File: config.mk
export PLATFORM = sky130hd
export DESIGN_NAME = pwr_seq_ctrl
export DESIGN_NICKNAME = d
export VERILOG_FILES = /design/src/rtl/pwr_seq_pkg.sv /design/src/rtl/pwr_seq_regs.sv /design/src/rtl/pwr_seq_engine.sv /design/src/rtl/pwr_seq_outmap.sv /design/src/rtl/pwr_seq_ctrl.sv
export SDC_FILE = /design/constraint.sdc
export NUM_CORES = 1
export LEC_CHECK = 0
export BUFFER_PORTS_ARGS = -buffer_cell sky130_fd_sc_hd__buf_2
export CORE_ASPECT_RATIO = 1.4
export CORE_UTILIZATION = 42
export CTS_CLUSTER_DIAMETER = 150
export CTS_CLUSTER_SIZE = 14
export DETAILED_ROUTE_END_ITERATION = 10
export PLACE_DENSITY = 0.79
export SKIP_CTS_REPAIR_TIMING = 1
export SLEW_MARGIN = 20
export SYNTH_ARGS = -nofsm -noshare
export SYNTH_HDL_FRONTEND = slang
export SYNTH_SLANG_ARGS = --single-unit
export TNS_END_PERCENT = 5
File: constraint.sdc
create_clock -name clk -period 1.64 [get_ports clk]
set_input_delay 0.164 -clock clk [delete_from_list [all_inputs] [get_ports clk]]
set_output_delay 0.164 -clock clk [all_outputs]
set_load 0.01 [all_outputs]
File: src/rtl/pwr_seq_pkg.sv
package pwr_seq_pkg;

    typedef enum logic [1:0] {
        PS_RST_OFF = 2'd0,
        PS_RST_CLK = 2'd1,
        PS_OFF     = 2'd2,
        PS_ON      = 2'd3
    } pstate_e;

    typedef enum logic {
        SQ_IDLE = 1'b0,
        SQ_RUN  = 1'b1
    } seq_e;

    typedef struct packed {
        logic clk_en;
        logic rst;
    } mod_drive_t;

    localparam int CTRL_LRST_BIT = 4;
    localparam int WORD_CMD      = 0;
    localparam int WORD_BUSY     = 1;
    localparam int WORD_CTRL0    = 2;

    function automatic mod_drive_t drive_of(input logic [1:0] st);
        mod_drive_t d;
        case (pstate_e'(st))
            PS_ON:      d = '{clk_en: 1'b1, rst: 1'b0};
            PS_OFF:     d = '{clk_en: 1'b0, rst: 1'b0};
            PS_RST_CLK: d = '{clk_en: 1'b1, rst: 1'b1};
            default:    d = '{clk_en: 1'b0, rst: 1'b1};
        endcase
        return d;
    endfunction

endpackage

File: src/rtl/pwr_seq_regs.sv
module pwr_seq_regs
    import pwr_seq_pkg::*;
#(
    parameter int N_MOD  = 4,
    parameter int ADDR_W = 8,
    parameter int DATA_W = 32
) (
    input  logic                    clk,
    input  logic                    rst,
    input  logic                    reg_wr,
    input  logic [ADDR_W-1:0]       reg_addr,
    input  logic [DATA_W-1:0]       reg_wdata,
    output logic [DATA_W-1:0]       reg_rdata,
    input  logic                    busy,
    input  logic [N_MOD-1:0][1:0]   cur_state,
    output logic [N_MOD-1:0][1:0]   next_state,
    output logic [N_MOD-1:0]        lrst,
    output logic                    go_req
);

    localparam int WORD_STATE0 = WORD_CTRL0 + N_MOD;

    assign go_req = reg_wr && (reg_addr == ADDR_W'(WORD_CMD)) && reg_wdata[0];

    for (genvar g = 0; g < N_MOD; g++) begin : g_ctrl
        always_ff @(posedge clk) begin
            if (rst) begin
                next_state[g] <= 2'd0;
                lrst[g]       <= 1'b0;
            end else if (reg_wr && (reg_addr == ADDR_W'(WORD_CTRL0 + g))) begin
                next_state[g] <= reg_wdata[1:0];
                lrst[g]       <= reg_wdata[CTRL_LRST_BIT];
            end
        end
    end

    always_comb begin
        reg_rdata = '0;
        if (reg_addr == ADDR_W'(WORD_BUSY)) begin
            reg_rdata[0] = busy;
        end
        for (int i = 0; i < N_MOD; i++) begin
            if (reg_addr == ADDR_W'(WORD_CTRL0 + i)) begin
                reg_rdata[1:0]           = next_state[i];
                reg_rdata[CTRL_LRST_BIT] = lrst[i];
            end
            if (reg_addr == ADDR_W'(WORD_STATE0 + i)) begin
                reg_rdata[1:0] = cur_state[i];
            end
        end
    end

endmodule

File: src/rtl/pwr_seq_engine.sv
module pwr_seq_engine
    import pwr_seq_pkg::*;
#(
    parameter int N_MOD    = 4,
    parameter int XFER_CYC = 4
) (
    input  logic                    clk,
    input  logic                    rst,
    input  logic                    go_req,
    input  logic [N_MOD-1:0][1:0]   next_state,
    output logic                    busy,
    output logic [N_MOD-1:0][1:0]   cur_state,
    output logic [N_MOD-1:0][1:0]   tgt_state
);

    localparam int CNT_W = (XFER_CYC > 1) ? $clog2(XFER_CYC) : 1;
    localparam int IDX_W = (N_MOD > 1) ? $clog2(N_MOD) : 1;

    seq_e              seq;
    logic [CNT_W-1:0]  cnt;
    logic [N_MOD-1:0]  pend;
    logic [IDX_W-1:0]  sel;
    logic              any_pend;

    for (genvar g = 0; g < N_MOD; g++) begin : g_pend
        assign pend[g] = (tgt_state[g] != cur_state[g]);
    end

    always_comb begin
        sel = '0;
        for (int i = N_MOD - 1; i >= 0; i--) begin
            if (pend[i]) sel = IDX_W'(i);
        end
    end

    assign any_pend = |pend;
    assign busy     = (seq == SQ_RUN);

    always_ff @(posedge clk) begin
        if (rst) begin
            seq       <= SQ_IDLE;
            cnt       <= '0;
            cur_state <= '0;
            tgt_state <= '0;
        end else begin
            case (seq)
                SQ_IDLE: begin
                    if (go_req) begin
                        tgt_state <= next_state;
                        cnt       <= '0;
                        seq       <= SQ_RUN;
                    end
                end
                default: begin
                    if (!any_pend) begin
                        seq <= SQ_IDLE;
                    end else if (cnt == CNT_W'(XFER_CYC - 1)) begin
                        cur_state[sel] <= tgt_state[sel];
                        cnt            <= '0;
                    end else begin
                        cnt <= cnt + 1'b1;
                    end
                end
            endcase
        end
    end

endmodule

File: src/rtl/pwr_seq_outmap.sv
module pwr_seq_outmap
    import pwr_seq_pkg::*;
#(
    parameter int N_MOD = 4
) (
    input  logic [N_MOD-1:0][1:0] cur_state,
    output logic [N_MOD-1:0]      mod_clk_en,
    output logic [N_MOD-1:0]      mod_rst
);

    for (genvar g = 0; g < N_MOD; g++) begin : g_map
        mod_drive_t d;
        assign d             = drive_of(cur_state[g]);
        assign mod_clk_en[g] = d.clk_en;
        assign mod_rst[g]    = d.rst;
    end

endmodule

File: src/rtl/pwr_seq_ctrl.sv
module pwr_seq_ctrl
    import pwr_seq_pkg::*;
#(
    parameter int N_MOD    = 4,
    parameter int XFER_CYC = 4,
    parameter int ADDR_W   = 8,
    parameter int DATA_W   = 32
) (
    input  logic              clk,
    input  logic              rst,
    input  logic              reg_wr,
    input  logic [ADDR_W-1:0] reg_addr,
    input  logic [DATA_W-1:0] reg_wdata,
    output logic [DATA_W-1:0] reg_rdata,
    output logic [N_MOD-1:0]  mod_clk_en,
    output logic [N_MOD-1:0]  mod_rst,
    output logic [N_MOD-1:0]  mod_lrst
);

    logic                  busy;
    logic                  go_req;
    logic [N_MOD-1:0][1:0] next_state;
    logic [N_MOD-1:0][1:0] cur_state;
    logic [N_MOD-1:0][1:0] tgt_state;

    pwr_seq_regs #(
        .N_MOD (N_MOD),
        .ADDR_W(ADDR_W),
        .DATA_W(DATA_W)
    ) regs_i (
        .clk       (clk),
        .rst       (rst),
        .reg_wr    (reg_wr),
        .reg_addr  (reg_addr),
        .reg_wdata (reg_wdata),
        .reg_rdata (reg_rdata),
        .busy      (busy),
        .cur_state (cur_state),
        .next_state(next_state),
        .lrst      (mod_lrst),
        .go_req    (go_req)
    );

    pwr_seq_engine #(
        .N_MOD   (N_MOD),
        .XFER_CYC(XFER_CYC)
    ) engine_i (
        .clk       (clk),
        .rst       (rst),
        .go_req    (go_req),
        .next_state(next_state),
        .busy      (busy),
        .cur_state (cur_state),
        .tgt_state (tgt_state)
    );

    pwr_seq_outmap #(
        .N_MOD(N_MOD)
    ) outmap_i (
        .cur_state (cur_state),
        .mod_clk_en(mod_clk_en),
        .mod_rst   (mod_rst)
    );

endmodule

# Yosys cells after proc, flatten, opt, wreduce, memory -nomap -nowiden
# Cells that the tools add are included.
# totals
reg_bits	31
word_cells	95
# op_classes
addsub	1
magnitude_cmp	2
eq_ne	27
mux	33
bitwise_logic	1
n_reduce_logical	13
# op_table
op	n
$mux 2	18
$eq 8x3->1 const B	4
$pmux 2 s3	4
$eq 2x2->1 const B	9
$eq 8x2->1 const B	2
$eq 8x4->1 const B	2
$bwmux 8	1
$eq 2x1->1 const B	4
$eq 8x1->1 const B	1
$logic_not 8->1	1
$mux 1	8
$ne 2x2->1	4
$logic_and 1x1->1	7
$bmux 2 s2	1
$demux 2 s2	1
$reduce_and 2->1	2
$reduce_or 4->1	1
$lt 2x3->1 const B	1
$reduce_and 3->1	1
$add 2x1->2 const B	1
$ge 2x1->1 const B	1
$ne 2x2->1 const B	1
$reduce_bool 2->1	1
$not 1->1	1

# Depth between registers and ports, before layout
# logic_depth
ltp_word	10
depth_mapped	6
depth_no_buf	5

# By module
# From an unflattened synthesis, not the netlist that was laid out.
# hier_totals
hier_cells	222
area_unflattened_um2	1875.5
# modules_own_cells
module	instances	cells_each	area_per_inst_um2	seq_area_each_um2
pwr_seq_regs	1	115	1018.5	240.2
pwr_seq_engine	1	99	827.0	380.4
pwr_seq_outmap	1	8	30.0	0.0

# Worst setup path after synthesis
# OpenSTA, ideal clock, no wires.
# synth_timing
path_kind	reg-to-reg
startpoint	register engine_i.tgt_state[2] in the netlist's numbering
endpoint	register engine_i.cnt[0]
arrival_time_ps	1440
required_time_ps	1519
slack_ps	79
path_stages_with_launch	5
synth_period_minus_slack_ps	1561
path_cell_list	dfxtp_1 -> xor2_1 -> or2_1 -> o41a_1 -> mux2_2
# synth_between
elab_chain_len	4
# synth_rtl
item	line_no	text
start: declaration	pwr_seq_engine.sv:13	output logic [N_MOD-1:0][1:0] tgt_state
start signal: assignment	pwr_seq_engine.sv:49	tgt_state <= next_state;
$ne 2x2->1	pwr_seq_engine.sv:26	assign pend[g] = (tgt_state[g] != cur_state[g]);
$reduce_or 4->1	pwr_seq_engine.sv:36	assign any_pend = |pend;
$ne 2x2->1 (no line)	n/a	
$reduce_and 2->1 (no line)	n/a	
end signal: assignment	pwr_seq_engine.sv:61	cnt <= cnt + 1'b1;
end: declaration	pwr_seq_engine.sv:20	logic [CNT_W-1:0] cnt;
# Every way passes these cells.
# A chain may end at the register's enable or synchronous reset.

# Final worst setup path
# layout_timing
startpoint	register engine_i.cur_state[1] in the netlist's numbering
endpoint	output reg_rdata[1]
# layout_between
elab_chain_len	7
# layout_rtl
item	line_no	text
start: declaration	pwr_seq_engine.sv:12	output logic [N_MOD-1:0][1:0] cur_state,
start signal: indexed assignment	pwr_seq_engine.sv:58	cur_state[sel] <= tgt_state[sel];
$mux 2	pwr_seq_regs.sv:47	if (reg_addr == ADDR_W'(WORD_STATE0 + i)) begin
$mux 2	pwr_seq_regs.sv:43	if (reg_addr == ADDR_W'(WORD_CTRL0 + i)) begin
$mux 2	pwr_seq_regs.sv:47	
$mux 2	pwr_seq_regs.sv:43	
$mux 2	pwr_seq_regs.sv:47	
$mux 2	pwr_seq_regs.sv:43	
$mux 2	pwr_seq_regs.sv:47	
end: declaration	pwr_seq_ctrl.sv:14	output logic [DATA_W-1:0] reg_rdata,
# Every way passes these cells.

==> metrics.yaml <==
run_status: "finished with violations"
violations: "negative setup slack"
min_path_cells: 3
finClkSkew_ns: 0.007733
die_area_um2: 4775
total_leakage_power_nw: 1.002
post-route-period-util_pct: 114.8
port_buffers: 28
critical_path.startpoint_type: "flip-flop"
synth_top_family_by_area: "simple AND/OR/NAND/NOR gates"
viasPerCell: 5.171
ant_nets: 0
grt_pass1_wl_um: 6327
holdPathEnd: "regs_i.lrst[0]"
yosysSeqAreaShare_pct: 32.85
synthMuxAreaShare_pct: 14.64
yosys.area_share.simple_pct: 20.99
yosys-top-cells-area: "dfxtp_1 33%, mux2i_1 12%, buf_4 12%"
path_class: "flip-flop to primary output"
yosys_register_bits: 31
power_density_nw_per_um2: 705.8
grt_pass1_vias: 1472
vias: 1634
rsz0062_at_grt: "true"
fmax_mhz: 531.2
cap_violations: 0
cpPeakStageDelay_ns: 0.37
synth_compound_area_share_pct: 10.99
cp-startpoint: "engine_i.cur_state[1]"
synth_fa_ha_area_share_pct: 0.6623
fp-row-count: 28
crit_chain: "mux2_2 > a2111o_1 > a32oi_1 > nor3b_1 > buf_2"
pin_count: 87
wire_per_inst_um: 12.51
cp.required_ns: 1.48
path_clk_slew_ns: 0.07
die_y_um: 81.36
place_hpwl_um: 3072
slew_viol_final: 0
layout-drive-gt1-share_pct: 24.61
postLayoutCellArea_um2: 2171
routed_wl_um: 3954
fin_nets: 299
layout_min_cycle_time_ns: 1.883
yosys_most_used_dff: "dfxtp_1"
drt_iter0_markers: 33
drc: 0
place_area_um2: 2051
cp_max_fo: 4
r2r-start: "engine_i.cur_state[5]"
r2r-end: "engine_i.cnt[0]"
ff2ff_setup_slack_ns: 0.01
end_kind: "primary output"
timing.final.ws_setup_ns: -0.2425
mostFrequentLayoutCells: "29 x conb_1, 28 x dfxtp_1, 28 x buf_2, 24 x nor2_1, 22 x mux2i_1"
netlist_area_um2: 1889
hold_viol_final: 0
track_usage_pct: 17.86
cts.sinks: 31
peakVddDrop_mv: 0.6644
rr_worst_depth: 5
tns_ns: -0.3144
syn_inst: 219
dr.pass1.iters: 4
antenna_found_initial: 0
grt.overflow.total: 0
hp-start: "reg_wdata[4]"
crit_family: "compound AO/OA/AOI/OAI gates"
worst-path-buf-inv: 1
final_common_cell: "conb_1"
yosysWarnings: 0
diodes: 0
syn2layout_area_growth_pct: 14.90
synth_xor_area_share_pct: 3.709
hold_path.class: "input port to flip-flop"
yosys.area.top_type: "dfxtp_1"
cts_root_buf: "clkbuf_8"
synth_cell_type_count: 50
cts_tree: "built"
cp.arrival_ns: 1.72
place_congestion: 0.8843
nFillCells: 403
insertion_delay_ns: 0.29
core_um2: 4274
grt_start_max_net_pins: 20
clockBufferDepth: 2
setup_viol: 2
cp_slowest_cell: "a2111o_1"
initial_core_util_pct: 44.20
die_w_um: 58.69
power_w: 0.001532
synth-edff-count: 0
async_flop_share_pct: 0
cts-buffers-inserted: 5
synth_top_area_share_pct: 32.85
htree_levels: 2
postSynthAreaPerCell_um2: 8.627
[through the flow]
| step | hold slack (ns) | worst slack [ns] | instances | utilization (%) |
|---|---|---|---|---|
| floorplan | 0.3079 | 0.07926 | 247 | - |
| global placement | 0.4719 | 0.009713 | 307 | 47.98 |
| detailed placement | 0.4761 | -0.02922 | 307 | 47.98 |
| CTS | 0.1829 | -0.2985 | 315 | 50.32 |
| global route | 0.1903 | -0.3036 | 316 | 50.79 |
| finish | 0.1809 | -0.2425 | 316 | 50.79 |
[cell type report]
class / instances / area (um^2) / area share, %
Clock buffer: 8 / 100.1 / 4.611
Inverter: 6 / 22.52 / 1.037
Multi-Input combinational cell: 166 / 1079 / 49.68
Sequential cell: 31 / 626.9 / 28.88
Tap cell: 60 / 75.07 / 3.458
Timing Repair Buffer: 45 / 267.8 / 12.33
[cell usage after synthesis, types with 2 or more instances]
master and n:
a211oi_1 2, a21boi_0 2, a21oi_1 8, a31oi_1 2
a32oi_1 2, and3b_1 2, and4_1 2, buf_2 4
buf_4 29, clkbuf_1 11, dfxtp_1 31, inv_1 6
mux2_2 3, mux2i_1 22, nand2_1 10, nand3_1 6
nand3b_1 3, nand4_1 2, nor2_1 24, nor2b_1 5
nor3_1 2, nor3b_1 4, o21ai_0 4, xnor2_1 6
xor2_1 2
[logic make-up after synthesis]
logic type | count (synthesis)
fa+ha+maj | 1
flops | 31
mux | 26
other cells | 1
xor+xnor | 8
simple gates | 72
buf+inv | 50
compound gates | 30
[worst min-delay path: stages]
cell and delay (ns):
buf_2 0.12, mux2i_1 0.07, nor2_1 0.07
[flip-flops by register name, indices dropped and copies added, names as in the netlist]
register	count
engine_i.cur_state	8
engine_i.tgt_state	8
regs_i.next_state	8
regs_i.lrst	4
engine_i.cnt	2
engine_i.busy	1
[how the worst max path moves through the flow]
stage / endpoint / slack [ns] / cells after the start
2_1_floorplan: engine_i.cnt[0] / 0.08 / 4
3_3_place_gp: reg_rdata[1] / 0.01 / 6
3_5_place_dp: regs_i.next_state[7] / -0.03 / 5
4_1_cts: reg_rdata[1] / -0.30 / 5
5_1_grt: reg_rdata[1] / -0.30 / 5
6_report: reg_rdata[1] / -0.24 / 5
[metal layers]
layer  up-vias  wire, um  global-route usage [%]
met5         -         0                       0
met3        18       209                   3.344
li1        777         -                       -
met4         0       178                   14.52
met1       768      1606                   18.32
met2        71      1961                   31.15
[where the power goes]
part / internal, W / switching (W)
clock: 0.000382 / 0.000274
sequential: 0.000752 / 0.000000342
combinational: 0.0000389 / 0.0000854
total: 0.00117 / 0.000359
Power figures use the tool's default switching activity.
